===== config.mk =====
export PLATFORM = sky130hd
export DESIGN_NAME = uart_rx_sticky
export DESIGN_NICKNAME = d
export VERILOG_FILES = /design/src/rtl/uart_rx_sticky_pkg.sv /design/src/rtl/uart_rx_sticky_sync.sv /design/src/rtl/uart_rx_sticky_deframe.sv /design/src/rtl/uart_rx_sticky_errunit.sv /design/src/rtl/uart_rx_sticky.sv
export SDC_FILE = /design/constraint.sdc
export NUM_CORES = 1
export LEC_CHECK = 0
export BUFFER_PORTS_ARGS = -buffer_cell sky130_fd_sc_hd__buf_2
export CORE_UTILIZATION = 39
export CTS_BUF_LIST = sky130_fd_sc_hd__clkbuf_2
export CTS_CLUSTER_SIZE = 28
export DETAILED_ROUTE_END_ITERATION = 10
export HOLD_SLACK_MARGIN = 0.02
export PLACE_DENSITY = 0.67
export SYNTH_ARGS = -nofsm -noshare
export SYNTH_HDL_FRONTEND = slang
export SYNTH_SLANG_ARGS = --single-unit

===== constraint.sdc =====
create_clock -name clk -period 2.7 [get_ports clk]
set_clock_uncertainty 0.05 [all_clocks]
set_input_delay 0.27 -clock clk [delete_from_list [all_inputs] [get_ports clk]]
set_output_delay 0.27 -clock clk [all_outputs]
set_load 0.005 [all_outputs]

===== src/rtl/uart_rx_sticky_pkg.sv =====
package uart_rx_sticky_pkg;

  localparam int RX_DATA_W = 8;
  localparam int CFG_W     = 32;
  localparam int STB_W     = 6;
  localparam int NUM_ERR   = 3;

  // configuration word fields
  localparam int CFG_MODE_LO  = 0;
  localparam int CFG_PAR_ON   = 3;
  localparam int CFG_ODD      = 5;
  localparam int CFG_TWO_STOP = 7;
  localparam int CFG_PE_EN    = 16;
  localparam int CFG_FE_EN    = 17;
  localparam int CFG_ROE_EN   = 19;
  localparam logic [2:0] MODE_SEVEN = 3'd2;

  // status word flag positions, indexed by error class
  localparam int STAT_PE  = 16;
  localparam int STAT_FE  = 17;
  localparam int STAT_ROE = 19;

  // strobe word bits
  localparam int STB_EN_CLR  = 0;
  localparam int STB_EN_SET  = 1;
  localparam int STB_PE_CLR  = 2;
  localparam int STB_FE_CLR  = 3;
  localparam int STB_ROE_CLR = 5;

  typedef enum logic [2:0] {
    RX_IDLE, RX_START, RX_DATA, RX_PAR, RX_STOP1, RX_STOP2
  } rx_state_t;

  typedef struct packed {
    logic seven;
    logic par_on;
    logic odd;
    logic two_stop;
    logic pe_en;
    logic fe_en;
    logic roe_en;
  } rx_cfg_t;

  function automatic rx_cfg_t decode_cfg(input logic [CFG_W-1:0] w);
    rx_cfg_t c;
    c.seven    = (w[CFG_MODE_LO +: 3] == MODE_SEVEN);
    c.par_on   = w[CFG_PAR_ON];
    c.odd      = w[CFG_ODD];
    c.two_stop = w[CFG_TWO_STOP];
    c.pe_en    = w[CFG_PE_EN];
    c.fe_en    = w[CFG_FE_EN];
    c.roe_en   = w[CFG_ROE_EN];
    return c;
  endfunction

  // index of the last data bit for the chosen character size
  function automatic logic [2:0] last_bit_idx(input logic seven);
    return seven ? 3'(RX_DATA_W - 2) : 3'(RX_DATA_W - 1);
  endfunction

  // total ones over data and parity must be even (odd=0) or odd (odd=1)
  function automatic logic parity_wrong(input logic [RX_DATA_W-1:0] d,
                                        input logic pbit, input logic odd);
    return (^d) ^ pbit ^ odd;
  endfunction

  // sticky flag update: clear beats set
  function automatic logic sticky_next(input logic cur, input logic set,
                                       input logic clr);
    return clr ? 1'b0 : (cur | set);
  endfunction

endpackage


===== src/rtl/uart_rx_sticky_sync.sv =====
module uart_rx_sticky_sync #(
  parameter int STAGES = 2
) (
  input  logic clk,
  input  logic rst_n,
  input  logic d_i,
  output logic q_o
);
  logic [STAGES-1:0] chain;

  generate
    for (genvar s = 0; s < STAGES; s++) begin : g_stage
      if (s == 0) begin : g_first
        always_ff @(posedge clk or negedge rst_n)
          if (!rst_n) chain[s] <= 1'b1;
          else        chain[s] <= d_i;
      end else begin : g_rest
        always_ff @(posedge clk or negedge rst_n)
          if (!rst_n) chain[s] <= 1'b1;
          else        chain[s] <= chain[s-1];
      end
    end
  endgenerate

  assign q_o = chain[STAGES-1];
endmodule


===== src/rtl/uart_rx_sticky_deframe.sv =====
module uart_rx_sticky_deframe
  import uart_rx_sticky_pkg::*;
#(
  parameter int OVS = 16
) (
  input  logic                 clk,
  input  logic                 rst_n,
  input  logic                 en_i,
  input  logic                 tick_i,
  input  logic                 rx_i,
  input  rx_cfg_t              cfg_i,
  output logic                 done_o,
  output logic [RX_DATA_W-1:0] data_o,
  output logic                 pbad_o,
  output logic                 fbad_o
);
  localparam int CW   = $clog2(OVS);
  localparam int HALF = OVS / 2;

  rx_state_t            state;
  logic [CW-1:0]        cnt;
  logic [2:0]           idx;
  logic [RX_DATA_W-1:0] shreg;
  logic                 pbit;
  logic                 at_full, at_half;

  assign at_full = tick_i && (cnt == CW'(OVS - 1));
  assign at_half = tick_i && (cnt == CW'(HALF - 1));

  always_ff @(posedge clk or negedge rst_n) begin
    if (!rst_n) begin
      state  <= RX_IDLE;
      cnt    <= '0;
      idx    <= '0;
      shreg  <= '0;
      pbit   <= 1'b0;
      done_o <= 1'b0;
      data_o <= '0;
      pbad_o <= 1'b0;
      fbad_o <= 1'b0;
    end else begin
      done_o <= 1'b0;
      if (!en_i) begin
        state <= RX_IDLE;
        cnt   <= '0;
      end else begin
        if (tick_i && state != RX_IDLE && !at_full && !(state == RX_START && at_half))
          cnt <= cnt + 1'b1;
        unique case (state)
          RX_IDLE: begin
            cnt <= '0;
            if (!rx_i) state <= RX_START;
          end
          RX_START: if (at_half) begin
            cnt <= '0;
            if (!rx_i) begin
              state <= RX_DATA;
              idx   <= '0;
              shreg <= '0;
            end else begin
              state <= RX_IDLE;
            end
          end
          RX_DATA: if (at_full) begin
            cnt        <= '0;
            shreg[idx] <= rx_i;
            if (idx == last_bit_idx(cfg_i.seven))
              state <= cfg_i.par_on ? RX_PAR : RX_STOP1;
            else
              idx <= idx + 1'b1;
          end
          RX_PAR: if (at_full) begin
            cnt   <= '0;
            pbit  <= rx_i;
            state <= RX_STOP1;
          end
          RX_STOP1: if (at_full) begin
            cnt    <= '0;
            done_o <= 1'b1;
            data_o <= shreg;
            pbad_o <= cfg_i.par_on && parity_wrong(shreg, pbit, cfg_i.odd);
            fbad_o <= ~rx_i;
            state  <= cfg_i.two_stop ? RX_STOP2 : RX_IDLE;
          end
          RX_STOP2: if (at_full) begin
            cnt   <= '0;
            state <= RX_IDLE;
          end
          default: state <= RX_IDLE;
        endcase
      end
    end
  end
endmodule


===== src/rtl/uart_rx_sticky_errunit.sv =====
module uart_rx_sticky_errunit
  import uart_rx_sticky_pkg::*;
(
  input  logic             clk,
  input  logic             rst_n,
  input  logic             stb_we_i,
  input  logic [STB_W-1:0] stb_i,
  input  logic             done_i,
  input  logic             pbad_i,
  input  logic             fbad_i,
  input  logic             full_i,
  input  rx_cfg_t          cfg_i,
  output logic             rx_en_o,
  output logic [NUM_ERR-1:0] flags_o,
  output logic [NUM_ERR-1:0] evt_o
);
  logic [NUM_ERR-1:0] clr;

  // class order: 0 parity, 1 framing, 2 overrun
  assign evt_o[0] = done_i && pbad_i && cfg_i.pe_en;
  assign evt_o[1] = done_i && fbad_i && cfg_i.fe_en;
  assign evt_o[2] = done_i && full_i && cfg_i.roe_en;

  assign clr[0] = stb_we_i && stb_i[STB_PE_CLR];
  assign clr[1] = stb_we_i && stb_i[STB_FE_CLR];
  assign clr[2] = stb_we_i && stb_i[STB_ROE_CLR];

  generate
    for (genvar k = 0; k < NUM_ERR; k++) begin : g_flag
      always_ff @(posedge clk or negedge rst_n)
        if (!rst_n) flags_o[k] <= 1'b0;
        else        flags_o[k] <= sticky_next(flags_o[k], evt_o[k], clr[k]);
    end
  endgenerate

  always_ff @(posedge clk or negedge rst_n) begin
    if (!rst_n)                              rx_en_o <= 1'b0;
    else if (stb_we_i && stb_i[STB_EN_CLR])  rx_en_o <= 1'b0;
    else if (stb_we_i && stb_i[STB_EN_SET])  rx_en_o <= 1'b1;
  end
endmodule


===== src/rtl/uart_rx_sticky.sv =====
module uart_rx_sticky
  import uart_rx_sticky_pkg::*;
#(
  parameter int OVS         = 16,
  parameter int SYNC_STAGES = 2
) (
  input  logic                 clk,
  input  logic                 rst_n,
  input  logic                 tick16,
  input  logic                 rxd,
  input  logic [CFG_W-1:0]     cfg_word,
  input  logic                 stb_we,
  input  logic [STB_W-1:0]     stb_word,
  input  logic                 fifo_full,
  output logic                 push_valid,
  output logic [RX_DATA_W-1:0] push_data,
  output logic                 rx_enabled,
  output logic [CFG_W-1:0]     status_word,
  output logic                 err_req
);
  rx_cfg_t              cfg;
  logic                 rx_s;
  logic                 frame_done;
  logic                 frame_pbad, frame_fbad;
  logic [RX_DATA_W-1:0] frame_data;
  logic [NUM_ERR-1:0]   flags, evts;
  logic                 pe_evt, fe_evt, ro_evt;

  assign cfg = decode_cfg(cfg_word);

  uart_rx_sticky_sync #(.STAGES(SYNC_STAGES)) u_sync (
    .clk(clk), .rst_n(rst_n), .d_i(rxd), .q_o(rx_s)
  );

  uart_rx_sticky_deframe #(.OVS(OVS)) u_deframe (
    .clk(clk), .rst_n(rst_n), .en_i(rx_enabled), .tick_i(tick16),
    .rx_i(rx_s), .cfg_i(cfg), .done_o(frame_done), .data_o(frame_data),
    .pbad_o(frame_pbad), .fbad_o(frame_fbad)
  );

  uart_rx_sticky_errunit u_err (
    .clk(clk), .rst_n(rst_n), .stb_we_i(stb_we), .stb_i(stb_word),
    .done_i(frame_done), .pbad_i(frame_pbad), .fbad_i(frame_fbad),
    .full_i(fifo_full), .cfg_i(cfg), .rx_en_o(rx_enabled),
    .flags_o(flags), .evt_o(evts)
  );

  assign pe_evt = evts[0];
  assign fe_evt = evts[1];
  assign ro_evt = evts[2];

  assign push_valid = frame_done && !fifo_full;
  assign push_data  = frame_data;

  always_comb begin
    status_word           = '0;
    status_word[STAT_PE]  = flags[0];
    status_word[STAT_FE]  = flags[1];
    status_word[STAT_ROE] = flags[2];
  end

  assign err_req = |flags;
endmodule


==> results of run 1 <==
==> worst max-delay path: stages, from the launching register on <==
cell     delay (ns)
dfrtp_1        0.45
ha_1           0.23
and3_1         0.22
and3_4         0.23
nand2_2        0.26
mux2_2         0.37
==> power breakdown <==
part / leakage, nW / switching [W] / internal (W)
Clock: 0.0390 / 0.000194 / 0.000155
Sequential: 0.493 / 0.0000268 / 0.000549
Combinational: 0.625 / 0.0000650 / 0.0000592
Total: 1.16 / 0.000286 / 0.000763
==> Yosys cell counts, types with 2 or more instances <==
cell type	n
inv_1	5
a22o_1	2
mux2_4	5
a21oi_1	10
mux2_2	5
nor3b_1	2
o21ai_0	13
buf_2	5
dfrtp_1	34
nand3b_1	4
xnor2_1	10
o41ai_1	2
o31ai_1	4
a31oi_1	6
and2_1	3
mux2i_1	4
dfstp_2	2
nor3_1	2
xor2_1	3
ha_1	2
clkbuf_1	4
nand2_1	11
buf_4	29
o21ai_1	3
nor2_1	12
nand4_1	2
nand3_1	6
nor2b_1	3
buf_6	2
nand2b_1	3
or3_1	2
==> cells by family after synthesis <==
| kind of cell | Yosys count | share of synthesized area |
|---|---|---|
| AOI/OAI and AO/OA | 48 | 0.145 |
| xor gates and xnor gates | 13 | 0.0531 |
| adders and majority gates | 2 | 0.0117 |
| buffers and inverters | 45 | 0.140 |
| DFF | 36 | 0.421 |
| muxes | 14 | 0.0800 |
| other | 1 | 0.00175 |
| and+or+nand+nor | 57 | 0.148 |
==> metal layers <==
metal,GRT usage,up-vias,routed length (um)
met4,0.0404,0,44
met3,0.0467,4,217
li1,-,765,-
met5,0,-,0
met2,0.226,44,1780
met1,0.164,725,1710
==> cells in the final DEF (no fill, tap or decap), types with 2 or more instances in the layout <==
cell type,count
dlygate4sd3_1,7
clkbuf_2,5
nor2_1,12
and2_1,3
a31oi_1,6
nor3_1,2
nand3b_1,4
buf_2,33
o31ai_1,4
nand2b_1,3
conb_1,29
mux2_4,5
nand3_1,6
inv_1,5
mux2i_1,4
xnor2_1,10
o21ai_0,13
a21oi_1,10
a22o_1,2
or3_1,2
nor2b_1,3
nor3b_1,2
xor2_1,3
ha_1,2
dfstp_2,2
o41ai_1,2
dfrtp_1,34
nand4_1,2
nand2_1,11
o21ai_1,3
mux2_2,5
==> per-stage QoR <==
step           area, um2  utilization  std cells  hold WS [ns]
2_1_floorplan       2250            -        244       -0.0756
3_3_place_gp        2230        0.428        308         0.297
3_5_place_dp        2230        0.428        308         0.298
4_1_cts             2360        0.453        322        0.0435
5_1_grt             2370        0.455        323        0.0682
6_report            2370        0.455        323        0.0980
==> state kept, by name, indices dropped and copies added, names as in the netlist, 3 cells and up <==
signal            count
u_deframe.data_o      8
u_deframe.state       3
u_deframe.cnt         4
u_deframe.shreg       8
u_deframe.idx         3
u_err.flags_o         3
==> layout make-up <==
| type | instances | area [um2] | share of cell area |
|---|---|---|---|
| clock inverter | 3 | 42.5 | 0.0180 |
| multi-input combinational | 163 | 1050 | 0.442 |
| sequential | 36 | 903 | 0.382 |
| inverter | 5 | 18.8 | 0.00793 |
| clock buffer | 5 | 25.0 | 0.0106 |
| tap | 70 | 87.6 | 0.0370 |
| timing repair buffer | 41 | 243 | 0.103 |
==> final timing paths <==
| kind | endpoint | slack (ns) | cells past startpoint |
|---|---|---|---|
| worst min register to register | u_sync.q_o | 0.32 | 0 |
| worst max-delay path | u_deframe.data_o[7] | 0.77 | 5 |
| max in group asynchronous | u_err.rx_en_o | 1.65 | 2 |
| min in group asynchronous | u_deframe.data_o[6] | 0.43 | 2 |
| worst min-delay path | u_err.rx_en_o | 0.1 | 3 |
| worst max register to register | u_deframe.data_o[7] | 0.77 | 5 |
==> timing repair <==
item                                   4_1_cts  5_1_grt
setup endpoints to repair                    0        0
hold buffers                                 6        1
endpoints found under the hold margin       39        1
==> impl_metrics.csv, run 1 <==
group,metric,value,unit
outcome,outcome,"complete, no violations",
floorplan,io_pins,87,
sta,hold_viol,0,
global_route,grt_pass1_wl,6350,um
worst_setup_path,critical_path_arrival,2.16,ns
global_route,grt.total_usage,0.135,
pwr,power_per_cell_area,443,nW/um2
min_path,hp-class,"in -> reg",
placed_design,hpwl,2640,um
sta,maxSlewViolCount,0,
pwr,power,0.00105,W
worst_setup_path,cp-start-kind,"flip-flop",
logic_synthesis,synth_edf_count,0,
clock_network,post_cts_buffers,0,
min_path,hp-start,"stb_word[1]",
routing,drc,0,
sta,period_needed,1.93,ns
sta,fin_crit_sh,0.714,
worst_setup_path,critPathCaptureType,"flip-flop",
cells_and_area,antennaDiodeCount,0,
sta,rsz0062_at_grt,"no",
run,maxCapViolations,0,
floorplan,start_util,0.412,
clock_network,cts_root_buf,"clkbuf_2",
logic_synthesis,yosys_warnings,0,
floorplan,fp.dieW,76.1,um
logic_synthesis,yosys_most_used_dff,"dfrtp_1",
global_route,grt_pass1_vias,1397,
routing,viasPerCell,4.76,
logic_synthesis,netlist_area,2140,um2
clock_network,worst_skew_pair.late_latency,0.39,ns
routing,initialDrtViolationCount,73,
logic_synthesis,ys_ff_latch,36,
routing,totalWireLength,3750,um
logic_synthesis,ys_seq_area_frac,0.421,
logic_synthesis,synth_cell_types,47,
logic_synthesis,postSynthAreaPerCell,9.92,um2
worst_setup_path,crit_start,"u_deframe.cnt[0]",
cells_and_area,nets,298,
clock_network,cts_sinks,36,
worst_setup_path,cp.required,2.94,ns
worst_setup_path,r2r-start,"u_deframe.cnt[0]",
floorplan,core_area,5200,um2
pwr,ir_worst_vdd,0.178,mV
logic_synthesis,async_flop_share,1.00,
floorplan,placementRows,26,
sta,setup_viol,0,
clock_network,cts_buffers,5,
clock_network,post_cts_resized,0,
routing,wl_per_cell,11.6,um
clock_network,clkTransAtPathRegs,0.20,ns
placed_design,port_buffers,33,
placed_design,post-place-ws,0.814,ns
sta,setup_tns,0,ns
logic_synthesis,yosysTopAreaCell,"dfrtp_1",
sta,worst_slack,0.772,ns
logic_synthesis,synth_top_cell_area_share,0.397,
floorplan,die_area,5800,um2
clock_network,tritoncts,"yes",
routing,num_vias,1538,
pwr,power_leakage,1.16,nW
placed_design,gp_congestion,0.793,
worst_setup_path,crit_fanout,13,
global_route,grt_max_degree,37,
sta,worstMarginPinSlew,0.814,ns
logic_synthesis,syn_inst,216,
cells_and_area,area_growth,10.4,%
routing,first_pass_iters,3,
clock_network,clockBufferDepth,2,
cells_and_area,drive_above_1_share,0.241,
routing,drtAntennaViolNets,0,
logic_synthesis,ys_top_cells_by_area,"dfrtp_1 40%, buf_4 10%, xnor2_1 4.1%, mux2_4 3.5%, o21ai_0 3.0%",
sta,relSlewSlack,0.457,
global_route,grt_overflow,0,
clock_network,htreeDepth,2,
worst_setup_path,crit_type,"reg -> reg",
sta,fmax,0.519,GHz
floorplan,die_h,76.1,um
cells_and_area,fillers,507,
global_route,antenna_found_initial,0,
(Power assumes the default switching activity.)
==> run 2, diff against run 1 <==
==> constraint.sdc (replaced) <==
create_clock -name clk -period 1.8 [get_ports clk]
set_clock_uncertainty 0.05 [all_clocks]
set_input_delay 0.18 -clock clk [delete_from_list [all_inputs] [get_ports clk]]
set_output_delay 0.18 -clock clk [all_outputs]
set_load 0.005 [all_outputs]
==> run 2 against run 1 <==
Against the previous run:
- first-iteration DRC count up 11%
- combinational power rose by 100%
- die area stayed put
- sequential share of layout area fell by 3.2 points
- cell area is 9.4% higher
- largest power group unchanged
==> impl_metrics.csv, run 2 (synthesized netlist as in run 1, its figures left out) <==
group,metric,value,unit
outcome,outcome,"complete, no violations",
clock_network,cts_root_buf,"clkbuf_2",
worst_setup_path,crit_start,"u_deframe.cnt[1]",
cells_and_area,area_growth,20.8,%
routing,num_vias,1661,
worst_setup_path,ff2ff_setup_slack,0.07,ns
worst_setup_path,crit_fanout,5,
sta,rsz0062_at_grt,"yes",
global_route,grt.total_usage,0.150,
sta,period_needed,1.73,ns
worst_setup_path,critical_path_arrival,1.95,ns
placed_design,placedCellCount,323,
worst_setup_path,crit_end,"u_deframe.idx[0]",
routing,wl_per_cell,11.8,um
global_route,grt_overflow,0,
pwr,power_per_cell_area,620,nW/um2
sta,setup_viol,0,
floorplan,placementRows,26,
clock_network,cts_sinks,36,
floorplan,fp.dieW,76.1,um
placed_design,gp_congestion,0.835,
worst_setup_path,r2r_cells,6,
placed_design,place_area,2340,um2
sta,fin_crit_sh,0.962,
cells_and_area,finalNonFillerCells,344,
floorplan,core_area,5200,um2
pwr,power_leakage,1.31,nW
cells_and_area,final_cell_area,2590,um2
cells_and_area,nets,319,
cells_and_area,final_common_cell,"buf_2",
pwr,power,0.00160,W
floorplan,start_util,0.412,
worst_setup_path,r2r-start,"u_deframe.cnt[1]",
clock_network,htreeDepth,2,
placed_design,hpwl,2830,um
worst_setup_path,path_buf_inv,1,
pwr,ir_worst_vdd,0.348,mV
worst_setup_path,critPathCaptureType,"flip-flop",
worst_setup_path,critical_path_depth,6,
global_route,antenna_found_initial,0,
worst_setup_path,cp_slowest_cell,"dfrtp_1",
clock_network,cts_buffers,5,
placed_design,port_buffers,33,
clock_network,clkTransAtPathRegs,0.20,ns
floorplan,io_pins,87,
global_route,grt_max_degree,37,
cells_and_area,drive_above_1_share,0.325,
global_route,grt_pass1_wl,7040,um
worst_setup_path,r2r_end,"u_deframe.idx[0]",
cells_and_area,layout_common_cells,"33 x buf_2, 32 x dfrtp_1, 29 x conb_1, 17 x buf_4, 12 x nor2_1",
worst_setup_path,max_stage_delay,0.41,ns
sta,worst_slack,0.0677,ns
cells_and_area,top_regs,"u_deframe.data_o (8), u_deframe.shreg (8), u_deframe.cnt (4)",
worst_setup_path,cp.required,2.02,ns
placed_design,post-place-ws,0.0558,ns
worst_setup_path,cp-start-kind,"flip-flop",
sta,fmax,0.577,GHz
clock_network,worst_skew_pair.late_latency,0.38,ns
sta,maxSlewViolCount,0,
min_path,hp-class,"in -> reg",
routing,drtAntennaViolNets,0,
routing,totalWireLength,4050,um
worst_setup_path,cp_top_family,"flip-flops",
routing,viasPerCell,4.83,
routing,first_pass_iters,4,
worst_setup_path,crit_chain,"ha_2, and3_4, buf_4, nand4b_1, a41o_1, mux2_2",
routing,drc,0,
worst_setup_path,crit_type,"reg -> reg",
clock_network,clockBufferDepth,2,
floorplan,die_area,5800,um2
sta,hold_viol,0,
routing,initialDrtViolationCount,81,
sta,setup_tns,0,ns
cells_and_area,antennaDiodeCount,0,
clock_network,tritoncts,"yes",
global_route,grt_pass1_vias,1538,
floorplan,die_h,76.1,um
run,maxCapViolations,0,
[run 2: cell types whose count changed in the layout (fill, tap and decap cells not counted), moves of 2 or more]
cell,delta
o41ai_1,-2
o21ai_0,-3
dlygate4sd3_1,+4
dfrtp_2,+2
buf_4,+16
o41ai_2,+2
o21ai_1,+2
o31ai_1,-3
o31ai_2,+3
dfrtp_1,-2
[run 2: worst min-delay path by stage]
stage / start / end / slack (ns) / cells past startpoint
finish: tick16 / u_deframe.cnt[2] / 0.1 / 3
global route: tick16 / u_deframe.cnt[2] / 0.11 / 3
CTS: tick16 / u_deframe.cnt[2] / 0.07 / 3
detailed placement: rst_n / u_err.flags_o[0] / 0.20 / 2
global placement: rst_n / u_deframe.data_o[6] / 0.20 / 2
floorplan: rst_n / u_deframe.cnt[0] / -0.17 / 0
[run 2: metrics by stage]
stage	utilization	hold slack [ns]
floorplan	-	-0.166
detailed placement	0.450	0.199
finish	0.497	0.0964
global placement	0.450	0.201
global route	0.497	0.105
CTS	0.483	0.0652
[run 2: worst reg2reg max path, stage by stage (launching register included)]
cell      delay, ns
dfrtp_1        0.41
ha_2           0.20
and3_4         0.19
buf_4          0.13
nand4b_1       0.13
a41o_1         0.25
mux2_2         0.26
[run 2: metal layers]
layer  vias up  part of all wire  track usage
li1        811                 -            -
met1       794              0.46        0.195
met2        49              0.48        0.250
met3         7             0.051       0.0287
met4         0             0.013       0.0519
met5         -                 0            0
[run 2: report_power, final]
group / internal [W] / switching, W
Clock: 0.000239 / 0.000270
Sequential: 0.000825 / 0.0000184
Combinational: 0.000121 / 0.000131
Total: 0.00119 / 0.000419
[run 2: what timing repair did]
action                                 4_1_cts  5_1_grt
endpoints found under the hold margin       40        0
setup endpoints to repair                    0       12
gates resized for setup                      0       16
setup buffers                                0        2
hold buffers                                11        0
[run 2: final cells by class]
cell class	instances	area, um2
Fill cell	508	2620
Tap cell	70	87.6
Clock buffer	6	30.0
Sequential cell	36	906
Timing Repair Buffer	62	414
Inverter	5	18.8
Multi-Input combinational cell	163	1100
Clock inverter	2	35.0
